[src/rtl/cst_pkg.sv]
package cst_pkg;
    localparam int WORD_W  = 32;
    localparam int STATE_W = 8;
    // split placement of the conditional state inside the word
    localparam int LO_POS  = 25;   // state[1:0]
    localparam int HI_POS  = 10;   // state[7:2]
    localparam int LO_W    = 2;
    localparam int HI_W    = STATE_W - LO_W;
    localparam int COND_W  = 4;

    typedef enum logic [2:0] {
        PH_IDLE,
        PH_LAST,
        PH_TWO,
        PH_THREE,
        PH_FOUR
    } cst_phase_e;

    function automatic logic [WORD_W-1:0] state_mask();
        logic [WORD_W-1:0] m;
        m = '0;
        m[LO_POS +: LO_W] = '1;
        m[HI_POS +: HI_W] = '1;
        return m;
    endfunction
endpackage

[src/rtl/cst_field_split.sv]
module cst_field_split
    import cst_pkg::*;
(
    input  logic [WORD_W-1:0]  word_in,
    output logic [STATE_W-1:0] state_out,
    output logic [WORD_W-1:0]  other_out
);
    always_comb begin
        state_out = {word_in[HI_POS +: HI_W], word_in[LO_POS +: LO_W]};
        other_out = word_in & ~state_mask();
    end
endmodule

[src/rtl/cst_phase_decode.sv]
module cst_phase_decode
    import cst_pkg::*;
(
    input  logic [STATE_W-1:0] state_in,
    output cst_phase_e         phase
);
    always_comb begin
        unique casez (state_in[3:0])
            4'b0000: phase = PH_IDLE;
            4'b1000: phase = PH_LAST;
            4'b?100: phase = PH_TWO;
            4'b??10: phase = PH_THREE;
            4'b???1: phase = PH_FOUR;
            default: phase = PH_IDLE;
        endcase
    end
endmodule

[src/rtl/cst_advance.sv]
module cst_advance
    import cst_pkg::*;
(
    input  logic [STATE_W-1:0] state_in,
    input  cst_phase_e         phase,
    output logic [STATE_W-1:0] state_next
);
    always_comb begin
        unique case (phase)
            PH_IDLE, PH_LAST:
                state_next = '0;
            PH_TWO, PH_THREE, PH_FOUR:
                state_next = {state_in[STATE_W-1:5], state_in[3:0], 1'b0};
            default:
                state_next = '0;
        endcase
    end
endmodule

[src/rtl/cond_status_reg.sv]
module cond_status_reg
    import cst_pkg::*;
(
    input  logic        clk,
    input  logic        rst,
    input  logic        wr_en,
    input  logic [31:0] wr_word,
    input  logic        adv_en,
    output logic [31:0] status_word,
    output logic [3:0]  cond_code,
    output logic        in_block
);
    localparam logic [WORD_W-1:0] OTHER_MASK = ~state_mask();

    logic [STATE_W-1:0] state_q;
    logic [WORD_W-1:0]  other_q;
    logic [STATE_W-1:0] wr_state;
    logic [WORD_W-1:0]  wr_other;
    logic [STATE_W-1:0] adv_state;
    cst_phase_e         phase;

    cst_field_split u_split (
        .word_in   (wr_word),
        .state_out (wr_state),
        .other_out (wr_other)
    );

    cst_phase_decode u_decode (
        .state_in (state_q),
        .phase    (phase)
    );

    cst_advance u_adv (
        .state_in   (state_q),
        .phase      (phase),
        .state_next (adv_state)
    );

    // state register: write wins over advance
    always_ff @(posedge clk) begin
        if (rst) begin
            state_q <= '0;
            other_q <= '0;
        end else if (wr_en) begin
            state_q <= wr_state;
            other_q <= wr_other;
        end else if (adv_en) begin
            state_q <= adv_state;
        end
    end

    // outputs
    always_comb begin
        status_word = other_q;
        status_word[LO_POS +: LO_W] = state_q[LO_W-1:0];
        status_word[HI_POS +: HI_W] = state_q[STATE_W-1:LO_W];
        cond_code = state_q[STATE_W-1 -: COND_W];
        in_block  = (phase != PH_IDLE);
    end

    assert_write_R2: assert property (@(posedge clk) disable iff (rst)
        wr_en |=> status_word == $past(wr_word));

    assert_clear_R4: assert property (@(posedge clk) disable iff (rst)
        (!wr_en && adv_en && state_q[2:0] == 3'b000) |=> state_q == '0);

    assert_shift_R5: assert property (@(posedge clk) disable iff (rst)
        (!wr_en && adv_en && state_q[2:0] != 3'b000) |=>
        (state_q[7:5] == $past(state_q[7:5]) && state_q[4:1] == $past(state_q[3:0]) && !state_q[0]));

    assert_outside_R6: assert property (@(posedge clk) disable iff (rst)
        (!wr_en && adv_en) |=> (status_word & OTHER_MASK) == $past(status_word & OTHER_MASK));

    assert_inblock_R8: assert property (@(posedge clk) disable iff (rst)
        in_block == (status_word[11:10] != 2'b00 || status_word[26:25] != 2'b00));

    assert_hold_R9: assert property (@(posedge clk) disable iff (rst)
        (!wr_en && !adv_en) |=> $stable(status_word));
endmodule

[config.mk]
export PLATFORM = sky130hd
export DESIGN_NAME = cond_status_reg
export DESIGN_NICKNAME = d
export VERILOG_FILES = /design/src/rtl/cst_pkg.sv /design/src/rtl/cst_field_split.sv /design/src/rtl/cst_phase_decode.sv /design/src/rtl/cst_advance.sv /design/src/rtl/cond_status_reg.sv
export SDC_FILE = /design/constraint.sdc
export NUM_CORES = 1
export LEC_CHECK = 0
export ABC_AREA = 0
export CORE_AREA = 5 5 47 65
export DETAILED_ROUTE_END_ITERATION = 8
export DIE_AREA = 0 0 52 70
export DONT_BUFFER_PORTS = 1
export PLACE_DENSITY = 0.69
export SLEW_MARGIN = 25
export SYNTH_ARGS = -nofsm -noshare
export SYNTH_HDL_FRONTEND = slang
export SYNTH_SLANG_ARGS = --single-unit
export TNS_END_PERCENT = 10
[constraint.sdc]
create_clock -name clk -period 0.8 [get_ports clk]
set_input_delay 0.04 -clock clk [delete_from_list [all_inputs] [get_ports clk]]
set_output_delay 0.04 -clock clk [all_outputs]
set_load 0.02 [all_outputs]
==> metrics.cfg, run 1 <==
[status]
outcome = finished, violations left
violations = negative hold slack, negative setup slack

[floorplanning]
start_util = 0.516
die_width_um = 52
die-area_sq_um = 3640
die_h_um = 70
fp.coreArea_sq_um = 2390
placementRows = 21
ios = 73

[clock_tree]
insertion_delay_ps = 330
clk_pin_slew_worst_paths_ps = 90
ctsLongestPathBuffers = 2
cts_buffers = 5
clockRootBuffer = clkbuf_4
holdBufCountCts = 3
cts_sinks = 32
h-tree-depth = 2
cts_tree = done

[drt]
drtAntennaViolNets = 0
wirelength_mm = 3.03
drt-initial-drc-count = 17
first_pass_iters = 4
vias = 954
routedWlPerCell_um = 16.6
drt-vias-per-instance = 5.21
drcViolationCount = 0

[sta]
clock_skew_ps = 7.40
max_freq_ghz = 0.907
hold_viol = 32
slew_headroom = 0.832
setup_viol_count_final = 44
finalSetupTns_ps = -3170
rsz0062_at_grt = true
period_minus_slack_ps = 1100
period_share = 1.38
worstMarginPinSlew_ps = 252
worst_slack_ps = -303
drv_slew = 0
fin_worst_hold_slack_ps = -239

[worst_hold_path]
hold_start = rst
hp-class = in -> reg
min_path_cells = 1
hold-path-endpoint = state_q[4]

[global_route]
grt_max_degree = 35
grt.total_usage = 0.181
grt_antenna_before_repair = 0
grt.overflow.total = 0
grt_pass1_vias = 1036
grt_pass1_wl_mm = 4.81

[logic_synthesis]
synth.distinct_cells = 17
synth_compound_area_frac = 0.0395
synth-xor-area-share = 0
synth_top_family_by_area = multiplexers
syn_nets = 152
ys_seq_area_frac = 0.519
yosys_register_bits = 32
yosys_warnings = 0
synthMuxAreaShare = 0.246
yosys.area_share.adder = 0
synth_cells = 116
synth_area_sq_um = 1230
synthSimpleGateAreaFrac = 0.124
avgSynthCellArea_sq_um = 10.6

[setup_path]
worstPathRequired_ps = 760
r2r-end = state_q[7]
crit_type = reg -> out
worstReg2RegStart = state_q[1]
arrival_ps = 1060
path_max_fanout = 3
end_kind = output port
critPathLaunchType = flip-flop
rr_worst_depth = 3
r2r_slack_ps = -250

[pwr]
power_leakage_nw = 0.779
combPwrFrac = 0.178
ir_drop_mv = 1.41
intPower_mw = 2.34
power_density_nw_per_um2 = 1850
seq_power_share = 0.561
p_sw_frac = 0.260
power_switching_mw = 0.823
pwr-share-clk = 0.261

[flow_run]
drv_cap = 0

[finish]
final_cells = 183
multi_input_comb_area_sq_um = 537
stdcell_area_sq_um = 1710
drive_gt1_frac = 0.527
fin_nets = 183
seqCellArea_sq_um = 688
fillers = 181
fin_util = 0.716
syn_to_final_growth_pct = 38.7

[placed_design]
gp_congestion = 0.688
io_buffers = 0
dp.cells = 170
dp_hpwl_mm = 2.07
postPlaceCellArea_sq_um = 1450
dp_slack_ps = -177

==> cell families (layout without fill, tap and decap cells) <==
group           count (synthesis)  count (layout)
simple gates                   35              35
buf+inv                        12              44
mux                            30              30
flops                          32              32
compound gates                  7               7
other cells                     0               1
==> registers in the layout, indices dropped and copies added, names as in the netlist <==
signal,count
state_q,8
other_q,24
==> worst max-delay path, cell delays in order, from the launching register on <==
cell      delay (ps)
dfxtp_4          360
nor3_4           260
nand2b_4         110
==> stage by stage <==
step | hold WS (ps) | power (mW)
final | -239 | 3.17
after global routing | -265 | 3.33
after CTS | -255 | 3.20
after detailed placement | 109 | 2.26
after global placement | 107 | 2.24
after floorplan | 173 | 2.16
==> synth_stat cells <==
master	number	area, sq um
mux2_2	3	33.8
nor3b_1	2	15.0
nand2_1	1	3.75
a21oi_1	3	15.0
or3_1	1	6.26
nor2_1	28	105
nor2b_1	1	6.26
a211oi_1	1	7.51
buf_2	2	10.0
nor3_2	1	10.0
mux2i_1	27	270
a22o_1	3	26.3
buf_4	7	52.6
dfxtp_1	32	641
nand2b_1	1	6.26
buf_6	2	22.5
clkbuf_1	1	3.75
==> routing by layer <==
layer	up-vias	routed length (um)	global-route usage
met1	435	971	0.156
met2	54	1630	0.302
met4	0	159	0.134
met5	-	0	0
li1	448	-	-
met3	17	268	0.0915
==> placed cells by master, fill, tap and decap left out, drive strengths merged, types with 2 or more instances in the layout <==
| cell | netlist | routed |
|---|---|---|
| a21oi | 3 | 3 |
| a22o | 3 | 3 |
| buf | 11 | 33 |
| clkbuf | 1 | 7 |
| dfxtp | 32 | 32 |
| dlygate4sd3 | 0 | 3 |
| mux2 | 3 | 3 |
| mux2i | 27 | 27 |
| nor2 | 28 | 28 |
| nor3b | 2 | 2 |
==> worst max path at each step <==
stage / start / endpoint / slack [ps] / cells past startpoint
after floorplan: state_q[2] / state_q[5] / -150 / 3
after global placement: state_q[2] / state_q[7] / -150 / 3
after detailed placement: state_q[2] / state_q[7] / -180 / 3
final: state_q[1] / in_block / -300 / 2
after CTS: state_q[1] / in_block / -330 / 2
after global routing: state_q[1] / in_block / -380 / 2
==> layout make-up <==
cell class / instances / share of cell area
well taps: 34 / 0.0248
flip-flops and latches: 32 / 0.402
clock buffers: 7 / 0.0263
clock inverters: 1 / 0.00219
diodes: 1 / 0.00146
repair buffers: 36 / 0.230
multi-input cells: 72 / 0.313
==> power by group through the flow <==
| stage | clock network (mW) | logic (mW) | registers [mW] |
|---|---|---|---|
| 2_1_floorplan | 0 | 0.274 | 1.89 |
| 3_3_place_gp | 0 | 0.467 | 1.77 |
| 5_1_grt | 0.934 | 0.605 | 1.79 |
| 6_report | 0.826 | 0.565 | 1.78 |
| 3_5_place_dp | 0 | 0.479 | 1.78 |
| 4_1_cts | 0.857 | 0.566 | 1.77 |
==> what timing repair did <==
action | 4_1_cts | 5_1_grt
endpoints found under the setup margin | 44 | 45
endpoints found under the hold margin | 32 | 32
pin swaps | 2 | 2
resized for setup | 61 | 2
setup buffers | 1 | 0
Note: power is estimated with default switching activity, not from simulation.
==> run 2, diff against run 1 <==
Settings changed: CORE_AREA 5 5 47 65 to 5 5 54 56, DIE_AREA 0 0 52 70 to 0 0 59 61, PLACE_DENSITY 0.69 to 0.7.
==> metrics.cfg, run 2 (synthesis gave the netlist of run 1 again) <==
[status]
outcome = finished, violations left
violations = negative hold slack, negative setup slack

[drt]
drt-initial-drc-count = 5  ; -12
vias = 919  ; -3.7%
wirelength_mm = 2.93  ; -3.5%
first_pass_iters = 3  ; -1
drtAntennaViolNets = 0  ; unchanged
drt-vias-per-instance = 5.16  ; -0.96%
routedWlPerCell_um = 16.4  ; -0.82%
drcViolationCount = 0  ; unchanged

[clock_tree]
insertion_delay_ps = 320  ; about the same
cts_buffers = 5  ; unchanged
ctsLongestPathBuffers = 2  ; unchanged
clk_pin_slew_worst_paths_ps = 100  ; about the same
h-tree-depth = 2  ; unchanged
cts_sinks = 32  ; unchanged
holdBufCountCts = 3  ; unchanged
cts_tree = done
clockRootBuffer = clkbuf_4

[setup_path]
crit_type = reg -> out
end_kind = output port
worstPathRequired_ps = 760  ; about the same
path_max_fanout = 3  ; unchanged
critPathLaunchType = flip-flop
arrival_ps = 1050  ; about the same

[placed_design]
gp_congestion = 0.729  ; +6.0%
io_buffers = 0  ; unchanged
postPlaceCellArea_sq_um = 1450  ; -0.34%
dp_hpwl_mm = 1.99  ; -3.9%

[global_route]
grt.overflow.total = 0  ; unchanged
grt_pass1_vias = 1035  ; -0.097%
grt_antenna_before_repair = 0  ; unchanged
grt_max_degree = 35  ; unchanged
grt_pass1_wl_mm = 4.72  ; -1.9%
grt.total_usage = 0.178  ; -0.00227

[pwr]
power_density_nw_per_um2 = 1870  ; +0.96%
power_leakage_nw = 0.781  ; +0.29%
ir_drop_mv = 1.59  ; +13%

[sta]
worstMarginPinSlew_ps = 263  ; +11.2 ps
slew_headroom = 0.824  ; -0.00746
fin_worst_hold_slack_ps = -230  ; +9.16 ps
period_minus_slack_ps = 1090  ; -8.72 ps
max_freq_ghz = 0.914  ; +0.80%
drv_slew = 0  ; unchanged
setup_viol_count_final = 44  ; unchanged
clock_skew_ps = 12.9  ; +5.47 ps
period_share = 1.37  ; -0.0109
hold_viol = 32  ; unchanged
rsz0062_at_grt = true
worst_slack_ps = -294  ; +8.73 ps

[finish]
fin_util = 0.713  ; -0.00307
reg_top3 = other_q x24, state_q x8
largest_reg_flops = 24  ; unchanged
final_common_cell = buf_6
fillers = 184  ; +1.7%
fin_nets = 183  ; unchanged
stdcell_area_sq_um = 1700  ; -0.58%
layout_common_cells = buf_6, dfxtp_2, nor2_1, mux2i_1, clkbuf_4
drive_gt1_frac = 0.527  ; unchanged
top_register = other_q
syn_to_final_growth_pct = 37.9
antenna_cells = 0  ; -1

[floorplanning]
placementRows = 18  ; -14%
start_util = 0.517  ; +0.000812
die_h_um = 61  ; -13%
die-area_sq_um = 3600  ; -1.1%
fp.coreArea_sq_um = 2390  ; -0.16%
ios = 73  ; unchanged
die_width_um = 59  ; +13%

[flow_run]
drv_cap = 0  ; unchanged

[worst_hold_path]
hp-class = in -> reg

## run 2: final cells by class
cell class | count | area, sq um | area share
sequential | 32 | 688 | 0.404
multi-input combinational | 72 | 533 | 0.313
timing repair buffer | 36 | 394 | 0.231
clock buffer | 7 | 45.0 | 0.0265
tap | 30 | 37.5 | 0.0220
clock inverter | 1 | 5.00 | 0.00294
## run 2: final timing paths
path	start	endpoint	slack (ps)	depth (start not counted)
max	state_q[1]	in_block	-290	2
min	rst	other_q[0]	-230	1
max reg2reg	state_q[1]	state_q[7]	-270	3
min reg2reg	state_q[6]	state_q[6]	480	1
## run 2: what timing repair did
action	4_1_cts	5_1_grt
buffers inserted	1	0
setup endpoints to repair	44	45
gates resized for setup	61	1
pin swaps	2	0
endpoints found under the hold margin	32	32
## run 2: routing by layer
metal  share of wire  GRT usage  vias up
li1                -          -      451
met1            0.33      0.171      418
met2            0.56      0.333       43
met3           0.093     0.0745        7
met4           0.014     0.0777        0
met5               0          0        -
## run 2: where the power goes
part / switching (mW) / internal [mW] / leakage, nW
combinational: 0.259 / 0.307 / 0.475
sequential: 0.0734 / 1.70 / 0.276
clock: 0.497 / 0.342 / 0.0293
## run 2: critical path, cell delays in order (launching register included)
cell and delay, ps:
dfxtp_4 360, nor3_4 260, nand2b_4 110
## run 2: through the flow
step	instances	hold slack, ps	setup TNS [ps]	setup WS [ps]	total power [mW]
final	178	-230	-2930	-294	3.18
after global routing	178	-269	-4810	-353	3.33
after CTS	178	-251	-3430	-314	3.21
after detailed placement	166	110	-909	-172	2.26
after global placement	166	108	-773	-149	2.24
after floorplan	116	173	-894	-153	2.16
